File: src/rtl/pvc_pkg.sv
package pvc_pkg;
   // Counts below 2**SMALL_BITS take the multiple-of-four path.
   localparam int unsigned SMALL_BITS = 5;
   // Leading one plus the three bits below it pick the bucket.
   localparam int unsigned HIGH_BITS  = 4;
   localparam int unsigned ODD_W      = 3;
   localparam int unsigned ADJ_W      = 3;
   localparam int unsigned MULT_W     = 5;

   typedef struct packed {
      logic [ODD_W-1:0]  odd;   // (odd factor - 1) / 2
      logic [ADJ_W-1:0]  adj;   // extra exponent after normalising
      logic [MULT_W-1:0] mult;  // multiplier applied to 2^n
   } bucket_t;
endpackage

File: src/rtl/pvc_lead_one.sv
module pvc_lead_one #(
   parameter int unsigned W  = 32,
   parameter int unsigned PW = $clog2(W)
) (
   input  logic [W-1:0]  vec,
   output logic [PW-1:0] pos,
   output logic          found
);
   // Ascending scan: the last set bit seen is the most significant one.
   always_comb begin
      pos   = '0;
      found = 1'b0;
      for (int i = 0; i < W; i++) begin
         if (vec[i]) begin
            pos   = PW'(i);
            found = 1'b1;
         end
      end
   end
endmodule

File: src/rtl/pvc_bucket.sv
module pvc_bucket
   import pvc_pkg::*;
(
   input  logic [HIGH_BITS-1:0] hi,
   output bucket_t              bkt
);
   always_comb begin
      unique case (hi)
         4'b1000:          bkt = '{odd: 3'd4, adj: 3'd0, mult: 5'd9};   // 9
         4'b1001:          bkt = '{odd: 3'd2, adj: 3'd1, mult: 5'd10};  // 5*2
         4'b1010, 4'b1011: bkt = '{odd: 3'd1, adj: 3'd2, mult: 5'd12};  // 3*4
         4'b1100, 4'b1101: bkt = '{odd: 3'd3, adj: 3'd1, mult: 5'd14};  // 7*2
         default:          bkt = '{odd: 3'd0, adj: 3'd4, mult: 5'd16};  // 1*16
      endcase
   end
endmodule

File: src/rtl/pvc_small.sv
module pvc_small
   import pvc_pkg::*;
#(
   parameter int unsigned PAD_W = 33,
   parameter int unsigned SH_W  = 6
) (
   input  logic [SMALL_BITS-1:0] cnt,
   output logic [PAD_W-1:0]      padded,
   output logic [ODD_W-1:0]      odd,
   output logic [SH_W-1:0]       shift
);
   logic [3:0] quads;   // number of groups of four, 1..8
   logic [1:0] tz;
   logic [3:0] odd_full;

   assign quads  = {1'b0, cnt[SMALL_BITS-1:2]} + 4'd1;
   assign padded = PAD_W'(quads) << 2;

   always_comb begin
      if (quads[0])      tz = 2'd0;
      else if (quads[1]) tz = 2'd1;
      else if (quads[2]) tz = 2'd2;
      else               tz = 2'd3;
   end

   assign odd_full = quads >> tz;
   assign odd      = odd_full[ODD_W:1];
   assign shift    = SH_W'(tz) + SH_W'(2);
endmodule

File: src/rtl/pvc_pad_gen.sv
module pvc_pad_gen
   import pvc_pkg::*;
#(
   parameter int unsigned CNT_W      = 32,
   parameter bit          REGISTERED = 1'b1
) (
   input  logic                         clk,
   input  logic                         rst_n,
   input  logic                         in_vld,
   input  logic [CNT_W-1:0]             in_count,
   output logic                         out_vld,
   output logic [CNT_W:0]               out_padded,
   output logic [$clog2(CNT_W+1)-1:0]   out_shift,
   output logic [2:0]                   out_odd
);
   localparam int unsigned PAD_W = CNT_W + 1;
   localparam int unsigned SH_W  = $clog2(CNT_W + 1);
   localparam int unsigned PW    = $clog2(CNT_W);

   if (CNT_W < SMALL_BITS + 1 || CNT_W > 63) begin : g_bad_width
      $error("pvc_pad_gen: CNT_W must lie in 6..63");
   end

   // Leading-one search
   logic [PW-1:0] lead_pos;
   logic          lead_found;

   pvc_lead_one #(.W(CNT_W), .PW(PW)) i_lead (
      .vec   (in_count),
      .pos   (lead_pos),
      .found (lead_found)
   );

   // Large-count path
   logic [SH_W-1:0]      n_exp;
   logic [CNT_W-1:0]     aligned;
   logic [HIGH_BITS-1:0] hi_bits;
   bucket_t              bkt;
   logic [PAD_W-1:0]     big_padded;
   logic [SH_W-1:0]      big_shift;

   assign n_exp   = SH_W'(lead_pos) - SH_W'(HIGH_BITS - 1);
   assign aligned = in_count >> n_exp;
   assign hi_bits = aligned[HIGH_BITS-1:0];

   pvc_bucket i_bucket (
      .hi  (hi_bits),
      .bkt (bkt)
   );

   assign big_padded = PAD_W'(bkt.mult) << n_exp;
   assign big_shift  = n_exp + SH_W'(bkt.adj);

   // Small-count path
   logic [PAD_W-1:0] sml_padded;
   logic [ODD_W-1:0] sml_odd;
   logic [SH_W-1:0]  sml_shift;

   pvc_small #(.PAD_W(PAD_W), .SH_W(SH_W)) i_small (
      .cnt    (in_count[SMALL_BITS-1:0]),
      .padded (sml_padded),
      .odd    (sml_odd),
      .shift  (sml_shift)
   );

   // Path select
   logic             is_small;
   logic [PAD_W-1:0] nxt_padded;
   logic [ODD_W-1:0] nxt_odd;
   logic [SH_W-1:0]  nxt_shift;

   assign is_small   = !lead_found || (lead_pos < PW'(SMALL_BITS));
   assign nxt_padded = is_small ? sml_padded : big_padded;
   assign nxt_odd    = is_small ? sml_odd    : bkt.odd;
   assign nxt_shift  = is_small ? sml_shift  : big_shift;

   if (REGISTERED) begin : g_reg
      always_ff @(posedge clk or negedge rst_n) begin
         if (!rst_n) begin
            out_vld    <= 1'b0;
            out_padded <= '0;
            out_odd    <= '0;
            out_shift  <= '0;
         end else begin
            out_vld <= in_vld;
            if (in_vld) begin
               out_padded <= nxt_padded;
               out_odd    <= nxt_odd;
               out_shift  <= nxt_shift;
            end
         end
      end

      AST_ABOVE_INPUT: assert property (@(posedge clk) disable iff (!rst_n)
         in_vld |=> (out_padded > PAD_W'($past(in_count))));
      AST_MULT_FOUR: assert property (@(posedge clk) disable iff (!rst_n)
         out_vld |-> (out_padded[1:0] == 2'b00));
      AST_ODD_RANGE: assert property (@(posedge clk) disable iff (!rst_n)
         out_vld |-> (out_odd <= 3'd4));
      AST_ENCODE_MATCH: assert property (@(posedge clk) disable iff (!rst_n)
         out_vld |-> (out_padded == (PAD_W'({out_odd, 1'b1}) << out_shift)));
      AST_VALID_RISE: assert property (@(posedge clk) disable iff (!rst_n)
         in_vld |=> out_vld);
      AST_VALID_DROP: assert property (@(posedge clk) disable iff (!rst_n)
         !in_vld |=> !out_vld);
      AST_HOLD_IDLE: assert property (@(posedge clk) disable iff (!rst_n)
         !in_vld |=> ($stable(out_padded) && $stable(out_shift) && $stable(out_odd)));
   end else begin : g_comb
      assign out_vld    = in_vld;
      assign out_padded = nxt_padded;
      assign out_odd    = nxt_odd;
      assign out_shift  = nxt_shift;
   end
endmodule

File: config.mk
export PLATFORM = sky130hd
export DESIGN_NAME = pvc_pad_gen
export DESIGN_NICKNAME = d
export VERILOG_FILES = /design/src/rtl/pvc_pkg.sv /design/src/rtl/pvc_lead_one.sv /design/src/rtl/pvc_bucket.sv /design/src/rtl/pvc_small.sv /design/src/rtl/pvc_pad_gen.sv
export SDC_FILE = /design/constraint.sdc
export NUM_CORES = 1
export LEC_CHECK = 0
export CAP_MARGIN = 10
export CORE_ASPECT_RATIO = 1.2
export CORE_UTILIZATION = 45
export DETAILED_ROUTE_END_ITERATION = 6
export GPL_ROUTABILITY_DRIVEN = 0
export PLACE_DENSITY = 0.71
export SYNTH_ARGS = -nofsm -noshare
export SYNTH_HDL_FRONTEND = slang
export SYNTH_SLANG_ARGS = --single-unit
File: constraint.sdc
create_clock -name clk -period 2.4 [get_ports clk]
set_input_delay 0.48 -clock clk [delete_from_list [all_inputs] [get_ports clk]]
set_output_delay 0.48 -clock clk [all_outputs]
set_load 0.02 [all_outputs]
After elaboration in Yosys (flattened, before gate mapping)

Cells that the tools add are included.

Bits in registers: 43

Order comparisons: 1
Add/subtract/negate cells: 4
Equal/unequal tests: 6
Reductions and logical operators: 4
Mux-type cells: 70
Shift-type cells: 3

Operators by type and width:

| kind                                                                  | count |
|---|---|
| 5-bit 2-to-1 mux                                                      | 16 |
| 11-bit one-hot mux with 4 select lines                                | 1 |
| 1-bit 2-to-1 mux                                                      | 34 |
| 33-bit 2-to-1 mux                                                     | 1 |
| 5-bit by 6-bit << shifter with 33-bit output                          | 1 |
| 4-bit 2-to-1 mux                                                      | 8 |
| 32-bit by 6-bit >> shifter with 4-bit output                          | 1 |
| 4-bit equality test (second input constant)                           | 6 |
| 3-bit 2-to-1 mux                                                      | 5 |
| 2-bit 2-to-1 mux                                                      | 4 |
| 6-bit by 3-bit adder with 6-bit output                                | 1 |
| 6-bit 2-to-1 mux                                                      | 1 |
| 5-bit by 2-bit subtractor with 6-bit output (second input constant)   | 1 |
| 5-bit by 3-bit < comparator with 1-bit output (second input constant) | 1 |
| 3-bit by 1-bit adder with 4-bit output (second input constant)        | 1 |
| 2-bit OR reduction                                                    | 2 |
| 4-bit by 2-bit >> shifter with 4-bit output                           | 1 |
| 2-bit by 2-bit adder with 3-bit output (second input constant)        | 1 |
| 1-bit logical NOT                                                     | 1 |
| 1-bit logical OR                                                      | 1 |

Logic depth before layout (Yosys ltp)

Depth after elaboration: 38
Gate-level depth with buffers: 25
Gate-level depth less buffers: 22

Cells and area by module

From an unflattened synthesis, not the netlist that was laid out.

Cell total of the unflattened synthesis: 534
Area, all modules: 4,227.8 um2

By module, submodules not included:

| module       | sequential area each (um2) | cells each | times used | area each (um2) |
|---|---|---|---|---|
| pvc_pad_gen  | 1,076.0                    | 414        | 1          | 3,455.8 |
| pvc_lead_one | 0.0                        | 62         | 1          | 357.8 |
| pvc_small    | 0.0                        | 44         | 1          | 317.8 |
| pvc_bucket   | 0.0                        | 14         | 1          | 96.3 |

Worst setup path after synthesis

OpenSTA, ideal clock, no wires.

Kind: in2reg
From: in in_count[29]
To: reg out_shift[4]
Setup slack: -2.761 ns
Arrival time: 5.039 ns
Cell stages on the path: 23
Required time: 2.278 ns
Path through: buf_2 or2_0 a2111oi_2 nand4_1 o211a_1 buf_4 buf_1 ha_1 buf_2 xnor2_2 buf_6 mux2i_1 mux2i_1 mux4_2 a211oi_4 or2b_4 a21oi_1 ha_1 fa_1 a21oi_1 nor2_1 xnor2_1 o2bb2ai_1

Longest elaborated chain between the ends: 10
Elaborated cells on any way between the ends: 22
Classes of those cells: add/sub: 2; order compare: 1; eq/ne: 6; shift: 1; mux: 8; reduce/logical: 4

RTL lines:

| what                                         | RTL line           | RTL |
|---|---|---|
| start: declaration                           | pvc_pad_gen.sv:10  | `input logic [CNT_W-1:0] in_count,` |
| 5-bit 2-to-1 mux (3 in a row)                | pvc_lead_one.sv:14 | `if (vec[i]) begin` |
| 5-bit by 2-bit subtractor with 6-bit output  | pvc_pad_gen.sv:42  | `assign n_exp = SH_W'(lead_pos) - SH_W'(HIGH_BITS - 1);` |
| 32-bit by 6-bit >> shifter with 4-bit output | pvc_pad_gen.sv:43  | `assign aligned = in_count >> n_exp;` |
| 4-bit equality test                          | pvc_bucket.sv:8    | `unique case (hi)` |
| 2-bit OR reduction                           | pvc_bucket.sv:8    |  |
| 11-bit one-hot mux with 4 select lines       | pvc_bucket.sv:8    |  |
| 6-bit by 3-bit adder with 6-bit output       | pvc_pad_gen.sv:52  | `assign big_shift = n_exp + SH_W'(bkt.adj);` |
| 6-bit 2-to-1 mux *                           | pvc_pad_gen.sv:75  | `assign nxt_shift = is_small ? sml_shift : big_shift;` |
| end signal: assignment                       | pvc_pad_gen.sv:89  | `out_shift <= nxt_shift;` |
| end: declaration                             | pvc_pad_gen.sv:13  | `output logic [$clog2(CNT_W+1)-1:0] out_shift,` |

Mark *: on every way between the ends. The rest lies on a longest branch, timed or not.
A chain may end at the register's enable or synchronous reset.

Worst setup path in the final report

From: in in_count[23]
To: reg out_padded[7]

Longest elaborated chain between the ends: 16
Elaborated cells on any way between the ends: 34
Classes of those cells: add/sub: 1; order compare: 1; eq/ne: 6; shift: 2; mux: 20; reduce/logical: 4

RTL lines:

| what                                         | RTL line           | RTL |
|---|---|---|
| 5-bit 2-to-1 mux (9 in a row)                | pvc_lead_one.sv:14 |  |
| 5-bit by 2-bit subtractor with 6-bit output  | pvc_pad_gen.sv:42  |  |
| 32-bit by 6-bit >> shifter with 4-bit output | pvc_pad_gen.sv:43  |  |
| 4-bit equality test                          | pvc_bucket.sv:8    |  |
| 2-bit OR reduction                           | pvc_bucket.sv:8    |  |
| 11-bit one-hot mux with 4 select lines       | pvc_bucket.sv:8    |  |
| 5-bit by 6-bit << shifter with 33-bit output | pvc_pad_gen.sv:51  | `assign big_padded = PAD_W'(bkt.mult) << n_exp;` |
| 33-bit 2-to-1 mux *                          | pvc_pad_gen.sv:73  | `assign nxt_padded = is_small ? sml_padded : big_padded;` |
| end signal: assignment                       | pvc_pad_gen.sv:87  | `out_padded <= nxt_padded;` |
| end: declaration                             | pvc_pad_gen.sv:12  | `output logic [CNT_W:0] out_padded,` |

Marks and branches as above.

==> out/summary.txt <==
========================================================================================================
Run status                                                                                  complete, but fails checks
Violations in the final reports                                                             negative setup slack
Most common cell after layout, fill and taps aside                                                 buf_4
Wirelength per Cell                                                                              27.0 µm
Filler cells                                                                                         401
Data required time of the worst path                                                             2590 ps
Maximum clock path buffer count                                                                        2
Largest driver fanout on the critical path                                                             9
Clk sinks                                                                                             43
Classification of the worst-slack hold path                                                     in2async
Count of maximum capacitance violations                                                                0
Placed standard-cell area                                                                       5760 µm²
Die height                                                                                        104 µm
Root buffer selected by CTS                                                                     clkbuf_8
Total count of hold-check failures in the final report                                                 0
Syn_nets                                                                                             490
Relative contribution of combinational cells to total power                                        0.591
Switching power total                                                                          0.00151 W
Number of global-route vias before repair                                                           5072
Placement Setup Slack                                                                           -2840 ps
Total power                                                                                    0.00372 W
Min Hold Slack                                                                                    312 ps
Count of antenna diodes in the layout                                                                  0
Count of antenna-violating nets left after detailed routing                                            0
Power per Cell Area                                                                           522 nW/µm²
Number of hold-repair buffers added at the cts stage                                                   0
Clock tree from TritonCTS                                                                            yes
Switching share of total power                                                                     0.406
Sequential share of power                                                                          0.225
Layout Skew                                                                                         0 ps
Proportion of netlist area held by the largest area contributor                                    0.274
Count of buffers from port buffering                                                                  77
Area of the core                                                                                8290 µm²
Fraction of synthesis flops using an asynchronous set or reset pin                                  1.00
HPWL after detailed placement                                                                   10900 µm
Starting DRC count in detailed routing                                                               729
Count of mapped cells out of synthesis                                                               447
Boundary Pins                                                                                         78
Final worst-path cycle share                                                                        1.90
Sequential cell area fraction in the yosys report                                                  0.274
Starting density of the core                                                                       0.474
Path type of the worst setup path                                                                 in2reg
Number of detailed-routing iterations run before antenna repair                                        6
Insertion delay of the later-clocked pin in the worst-skew pair                                   300 ps
Max_slew headroom                                                                                  0.358
Least setup slack across all paths after layout                                                 -2160 ps
Final design instance area without fill                                                         7130 µm²
Type of destination of the critical path                                                        register
Ys Warns                                                                                               0
Cell Area, Synth                                                                                3930 µm²
Arrival time at the worst endpoint                                                               4760 ps
Clock buffers created by TritonCTS                                                                     5
Vias/cell                                                                                           7.06
Number of setup violations in the final report                                                        42
Chip Width                                                                                       87.3 µm
Pin count of the biggest net entering global routing                                                  44
EDFF count, synth                                                                                      0
CTS HTree Levels                                                                                       2
Internal portion of total power                                                                0.00221 W
Max rail drop VDD                                                                             0.000311 V
Number of antenna violations at the first check in global routing                                      0
Post-synth cell types                                                                                 81
Total Die Area                                                                                  9100 µm²
Shortest clock period the worst path allows after layout                                         4560 ps
Area growth from synthesis to layout                                                               81.7%
Overall routed net length                                                                       21300 µm
Setup repair after global routing missed its margin                                                 true
Vias post-DR                                                                                        5569
Setup TNS after final layout                                                                   -80690 ps
Count of state elements after synthesis                                                               43
Clock network fraction of design power                                                             0.184
Final number of max-transition violations                                                              0
Std-Cell Rows                                                                                         36
Net count, final                                                                                     717
Worst-Margin Slew                                                                                 963 ps
Number of remaining DRC errors                                                                         0
Global-route usage over all layers                                                                 0.381
Kind of start point of the critical path                                                    primary input
Lkg Pwr                                                                                          3.00 nW
Maximum operating frequency                                                                    0.219 GHz
Most used flip-flop cell after synthesis                                                         dfrtp_1
Cell accounting for the most synthesized area                                                    dfrtp_1
Post-CTS clock slew at the launch and capture registers of the worst setup and hold paths          90 ps
Global-route wire length before repair                                                          26800 µm
Fraction of final layout cells sized beyond drive strength 1                                       0.517
Dominant cells by area after synthesis                                                      dfrtp_1 27%, mux2i_1 6.6%, mux4_2 5.7%
Highest-count cells in the layout ignoring fill and taps                                    141 x buf_4, 45 x clkdlybuf4s50_1, 43 x dfrtp_1, 41 x nor2_1, 34 x buf_6
Average cell area after synthesis                                                               8.78 µm²
Leftover overflow at the end of global routing                                                         0
========================================================================================================
final timing paths:
check / start / to / slack (ps) / cells past startpoint
setup / recovery: in_count[23] / out_padded[7] / -2160 / 21
hold / removal: rst_n / out_padded[30] / 310 / 1
setup reg to reg: out_padded[2] / out_padded[2] / 1350 / 2
hold reg to reg: out_padded[20] / out_padded[20] / 500 / 1
max in group asynchronous: rst_n / out_odd[0] / 1480 / 1
min in group clk: out_padded[20] / out_padded[20] / 500 / 1
timing repair:
item / 4_1_cts / 5_1_grt
pin swaps: 61 / 39
resized for setup: 206 / 86
gates cloned: 1 / 1
buffers inserted: 29 / 14
endpoints found under the setup margin: 42 / 42
logic make-up (layout without fill, tap and decap cells):
group                    Yosys count  count (layout)  synth area share
buffers and inverters             55             283            0.0647
AO/OA/AOI/OAI                    157             157             0.304
XOR/XNOR                           8               8            0.0198
multiplexers                      38              38             0.133
adder cells (fa/ha/maj)            8               8            0.0274
AND/OR/NAND/NOR                  138             138             0.177
flip-flops                        43              43             0.274
Yosys cell counts (4+ instances only):
master,count
mux4_2,10
o211ai_1,4
a22oi_1,12
a22o_1,7
nand3_1,9
nor3_1,12
mux2i_1,26
nand2_1,25
a32o_1,4
a21oi_1,31
nor4_1,10
nor2_1,44
dfrtp_1,43
a211oi_1,5
and3_1,5
nor2b_1,7
nand4_1,4
or3_1,4
inv_1,15
o31ai_1,9
buf_2,17
xnor2_1,5
o2bb2ai_1,12
clkbuf_1,13
ha_1,7
o21ai_0,20
routing by layer:
metal / wire length (µm) / up-vias / GRT usage
met5: 0 / - / 0
met4: 2280 / 0 / 0.276
met3: 2230 / 225 / 0.0492
met2: 10200 / 574 / 0.643
met1: 6550 / 2581 / 0.431
li1: - / 2189 / -
metrics by stage:
step | cells | util
after floorplan | 447 | -
after global placement | 740 | 0.695
after detailed placement | 740 | 0.695
after CTS | 777 | 0.805
after global routing | 789 | 0.861
final | 789 | 0.861
final cells by class:
type,count,area [µm²],share of cell area
multi-input cells,349,3450,0.484
repair buffers,257,2260,0.316
flip-flops and latches,43,1080,0.151
well taps,114,143,0.0200
inverters,18,75.1,0.0105
clock buffers,6,72.6,0.0102
clock inverters,2,60.1,0.00842
worst max-delay path, cell delays in order:
cell      delay [ps]
buf_8             90
buf_4            130
nor2_1           160
o31ai_2          120
o21ai_0          260
o211a_1          220
inv_2             60
ha_4             170
xnor2_4          290
buf_6            180
inv_6             50
mux2i_4          200
buf_6            130
mux4_2           470
o211ai_2         190
nand2_2          110
buf_6            180
a21oi_1          620
a221oi_4          90
a32o_2           320
a22o_1           210
state kept, by name, indices dropped and copies added (netlist names):
register,flops
out_padded,33
out_shift,6
out_odd,3
out_vld,1
power groups by stage:
stage / Combinational, W / Sequential, W / Clock [W]
final: 0.00220 / 0.000836 / 0.000686
after global routing: 0.00228 / 0.000839 / 0.000713
after floorplan: 0.000723 / 0.000919 / 0
after CTS: 0.00178 / 0.000829 / 0.000669
after detailed placement: 0.00146 / 0.000842 / 0
after global placement: 0.00143 / 0.000841 / 0
(Power assumes the default switching activity.)
